**src/rtl/addr_latch8_pkg.sv**
```systemverilog
`timescale 1ns/1ps
package addr_latch8_pkg;
  typedef enum logic [1:0] {
    MODE_WRITE = 2'b00,
    MODE_HOLD  = 2'b01,
    MODE_DEMUX = 2'b10,
    MODE_CLEAR = 2'b11
  } mode_e;
endpackage

```
**src/rtl/addr_latch8_mode.sv**
```systemverilog
`timescale 1ns/1ps
module addr_latch8_mode
  import addr_latch8_pkg::*;
(
  input  logic  wr_ni,
  input  logic  clr_ni,
  output mode_e mode_o
);
  always_comb begin
    unique case ({wr_ni, clr_ni})
      2'b01:   mode_o = MODE_WRITE;
      2'b11:   mode_o = MODE_HOLD;
      2'b00:   mode_o = MODE_DEMUX;
      default: mode_o = MODE_CLEAR;
    endcase
  end
endmodule

```
**src/rtl/addr_latch8_dec.sv**
```systemverilog
`timescale 1ns/1ps
module addr_latch8_dec #(
  parameter int SEL_W  = 3,
  localparam int N_OUT = 1 << SEL_W
) (
  input  logic [SEL_W-1:0] sel_i,
  output logic [N_OUT-1:0] hit_o
);
  for (genvar k = 0; k < N_OUT; k++) begin : g_hit
    assign hit_o[k] = (sel_i == SEL_W'(k));
  end
endmodule

```
**src/rtl/addr_latch8_bank.sv**
```systemverilog
`timescale 1ns/1ps
module addr_latch8_bank
  import addr_latch8_pkg::*;
#(
  parameter int N_BITS = 8
) (
  input  logic              clk_i,
  input  logic              rst_ni,
  input  mode_e             mode_i,
  input  logic [N_BITS-1:0] hit_i,
  input  logic              din_i,
  output logic [N_BITS-1:0] q_o
);
  for (genvar k = 0; k < N_BITS; k++) begin : g_cell
    logic q_d, q_q;

    always_comb begin
      unique case (mode_i)
        MODE_WRITE: q_d = hit_i[k] ? din_i : q_q;
        MODE_HOLD:  q_d = q_q;
        MODE_DEMUX: q_d = hit_i[k] & din_i;
        default:    q_d = 1'b0;
      endcase
    end

    always_ff @(posedge clk_i or negedge rst_ni) begin
      if (!rst_ni) q_q <= 1'b0;
      else         q_q <= q_d;
    end

    assign q_o[k] = q_q;
  end
endmodule

```
**src/rtl/addr_latch8.sv**
```systemverilog
`timescale 1ns/1ps
module addr_latch8
  import addr_latch8_pkg::*;
#(
  parameter int SEL_W   = 3,
  localparam int N_BITS = 1 << SEL_W
) (
  input  logic              clk_i,
  input  logic              rst_ni,
  input  logic              wr_ni,
  input  logic              clr_ni,
  input  logic [SEL_W-1:0]  sel_i,
  input  logic              din_i,
  output logic [N_BITS-1:0] bits_o
);
  mode_e             mode;
  logic [N_BITS-1:0] hit;

  addr_latch8_mode i_mode (
    .wr_ni  (wr_ni),
    .clr_ni (clr_ni),
    .mode_o (mode)
  );

  addr_latch8_dec #(.SEL_W(SEL_W)) i_dec (
    .sel_i (sel_i),
    .hit_o (hit)
  );

  addr_latch8_bank #(.N_BITS(N_BITS)) i_bank (
    .clk_i  (clk_i),
    .rst_ni (rst_ni),
    .mode_i (mode),
    .hit_i  (hit),
    .din_i  (din_i),
    .q_o    (bits_o)
  );
endmodule

```
**config.mk**
```make
export PLATFORM = sky130hd
export DESIGN_NAME = addr_latch8
export DESIGN_NICKNAME = d
export VERILOG_FILES = /design/src/rtl/addr_latch8_pkg.sv /design/src/rtl/addr_latch8_mode.sv /design/src/rtl/addr_latch8_dec.sv /design/src/rtl/addr_latch8_bank.sv /design/src/rtl/addr_latch8.sv
export SDC_FILE = /design/constraint.sdc
export NUM_CORES = 1
export LEC_CHECK = 0
export ABC_CLOCK_PERIOD_IN_PS = 1150
export BUFFER_PORTS_ARGS = -buffer_cell sky130_fd_sc_hd__buf_2
export CAP_MARGIN = 20
export CORE_AREA = 2 2 39 41
export DETAILED_ROUTE_END_ITERATION = 10
export DIE_AREA = 0 0 41 43
export PLACE_DENSITY = 0.66
export SKIP_CTS_REPAIR_TIMING = 1
export SLEW_MARGIN = 20
export SYNTH_ARGS = -nofsm -noshare
export SYNTH_HDL_FRONTEND = slang
export SYNTH_HIERARCHICAL = 1
export SYNTH_SLANG_ARGS = --single-unit
```
**constraint.sdc**
```tcl
create_clock -name clk_i -period 1.15 [get_ports clk_i]
set_input_delay 0.1725 -clock clk_i [delete_from_list [all_inputs] [get_ports clk_i]]
set_output_delay 0.1725 -clock clk_i [all_outputs]
set_load 0.1 [all_outputs]
```
==> key figures <==
Run status
  • Status: completed

Logic synthesis
  • Cells taking the most area after synthesis: dfrtp_1, mux2_4, buf_4
  • Seq/Total Area, Yosys: 0.362
  • Flip-flop and latch count after synthesis: 8
  • Synth Cell Area: 553 µm²
  • Post-synthesis mux area share: 0.217
  • Number of synthesized flops with an enable pin: 0
  • Main combinational cell family by area after synthesis: simple AND/OR/NAND/NOR gates
  • Post-synth top cells: buf_4, dfrtp_1, mux2_4, nand2b_1, nor2b_1
  • Cell taking the most area after synthesis: dfrtp_1
  • Post-Syn Nets: 58
  • Simple-gate portion of the synthesized area: 0.299
  • Synth top area share: 0.362
  • Synth Area in Compound Gates: 0
  • Xor/xnor share of the synthesized area: 0
  • Yosys cell types: 11
  • Adder-cell area share of the yosys netlist: 0
  • Asr flop ratio synth: 1.00
  • Synth Instances: 50
  • Prevailing post-synth register cell: dfrtp_1
  • Synthesized area per cell: 11.1 µm²
  • Synth warnings: 6

Timing
  • Worst hold margin: 265 ps
  • Final Skew: 0 ps
  • Setup repair after global routing missed its margin: false
  • Final hold vios: 0
  • Final period utilization: 0.876
  • Final setup margin: 142 ps
  • Setup TNS: 0 ps
  • Max Clock Freq: 0.992 GHz
  • # setup viols final: 0
  • Slew Viols, Final: 0
  • Measured slew at the worst slew-check pin: 220 ps
  • Final worst path period need: 1010 ps
  • Slew headroom: 0.853

Drt
  • WL met2: 420 µm
  • Initial DRC Count: 3
  • DRT met1 WL: 362 µm
  • Routed WL: 831 µm
  • Iteration count of the initial detailed-routing pass: 4
  • DRC viols: 0
  • Mean routed wirelength per cell: 10.9 µm
  • Via count: 341
  • ANT nets after route: 0
  • Met3 wire length: 29 µm
  • Vias/cell: 4.49
  • Top layer used by detailed routing: met4

Power
  • Power share of the clock group: 0.294
  • Worst VDD drop: 0.477 mV
  • Switching fraction of total power: 0.300
  • Power per cell area: 953 nW/µm²
  • Overall power: 0.703 mW
  • Flop pwr share: 0.430
  • Net Sw Power: 0.211 mW
  • Pint: 0.492 mW
  • Gate power share: 0.276
  • Static Leak: 0.360 nW

CTS
  • CTS tree: yes
  • H-tree Lvls: 1
  • Worst-path clk slew: 50 ps
  • TritonCTS Buffers: 3
  • Max clock buf depth: 2
  • Clock root buffer: clkbuf_4
  • Worst skew pair latency: 250 ps
  • Num Clock Sinks: 8

Worst setup path
  • Worst Path Required: 980 ps
  • Crit Path Max Fanout: 2
  • Worst path cell trace: buf_12
  • Critical path launch point type: flop
  • CP top delay family: flip-flops
  • CP peak stage delay: 410 ps
  • Crit path DAT: 840 ps
  • WP buf/inv: 1
  • Crit path capture type: output pin
  • Slowest CP cell: dfrtp_1
  • Kind of critical path: reg2out

Placed design
  • I/O Buffers: 15
  • GPL Wtd Cong: 0.648
  • Post-place setup slack: 78.3 ps
  • Post-DP Area: 704 µm²
  • Dpl cells: 72

Layout
  • Final core utilization: 0.533
  • Area grow syn2layout: 33.3%
  • Largest register FFs: 8
  • Final Cell Area: 737 µm²
  • Nets: 70
  • Post-route insts no fill: 76
  • Biggest register: i_bank/g_cell.q_q
  • Antenna cells: 0
  • Layout cells sized above 1: 0.500
  • Largest regs: i_bank/g_cell.q_q: 8 flops

Floorplanning
  • Die ar.: 1760 µm²
  • Die W: 41 µm
  • Boundary pin count: 16
  • DIE HEIGHT: 43 µm
  • Core area: 1380 µm²
  • # rows: 14
  • Initial core utilization: 0.400

GRT
  • First-pass GRT wire length: 1470 µm
  • Initial antenna violation count: 0
  • Vias in the first global route: 334
  • Largest net degree at the start of global routing: 9
  • Total GRT Usage: 0.137
  • GRT overflow: 0

Flow run
  • Maxcap violations: 0

Worst hold path
  • Worst min path class: in2reg
cell type report:
type / instances / area, µm²
fillers: 126 / 647
multi-input cells: 32 / 285
repair buffers: 16 / 205
flip-flops and latches: 8 / 200
clock buffers: 3 / 22.5
well taps: 16 / 20.0
inverters: 1 / 3.75
power groups by stage:
stage | Clock (mW) | Combinational [mW] | Sequential [mW]
global placement | 0 | 0.191 | 0.306
CTS | 0.223 | 0.193 | 0.302
global route | 0.236 | 0.205 | 0.302
detailed placement | 0 | 0.193 | 0.307
floorplan | 0 | 0.136 | 0.300
finish | 0.207 | 0.194 | 0.302
worst paths after layout:
path	cells after the start	slack, ps	from	endpoint
worst max-delay path	1	140	i_bank/g_cell[2].q_q$_DFFE_PN0P_	bits_o[2]
worst min-delay path	2	260	din_i	i_bank/g_cell[1].q_q$_DFFE_PN0P_
worst max register to register	2	220	i_bank/g_cell[2].q_q$_DFFE_PN0P_	i_bank/g_cell[2].q_q$_DFFE_PN0P_
worst min register to register	2	710	i_bank/g_cell[7].q_q$_DFFE_PN0P_	i_bank/g_cell[7].q_q$_DFFE_PN0P_
max in group asynchronous	2	690	rst_ni	i_bank/g_cell[3].q_q$_DFFE_PN0P_
min in group asynchronous	2	300	rst_ni	i_bank/g_cell[5].q_q$_DFFE_PN0P_
logic make-up after synthesis:
family                 after synthesis
and+or+nand+nor                     24
buffers and inverters               10
muxes                                8
DFF                                  8
per-layer routing:
| layer | track usage | vias up |
|---|---|---|
| li1 | - | 177 |
| met1 | 0.163 | 152 |
| met2 | 0.184 | 10 |
| met3 | 0.0157 | 2 |
| met4 | 0.160 | 0 |
| met5 | 0 | - |
cells in the final DEF (no fill, tap or decap):
| cell | synthesis | routed |
|---|---|---|
| clkbuf_4 | 0 | 3 |
| nor3b_1 | 3 | 3 |
| nor2b_1 | 8 | 8 |
| buf_12 | 0 | 8 |
| nand2b_1 | 8 | 8 |
| dfrtp_1 | 8 | 8 |
| nor3_1 | 1 | 1 |
| buf_2 | 0 | 7 |
| dlygate4sd3_1 | 0 | 1 |
| mux2_4 | 8 | 8 |
| and3_2 | 1 | 1 |
| and3b_2 | 3 | 3 |
| inv_1 | 1 | 1 |
(Power assumes the default switching activity.)
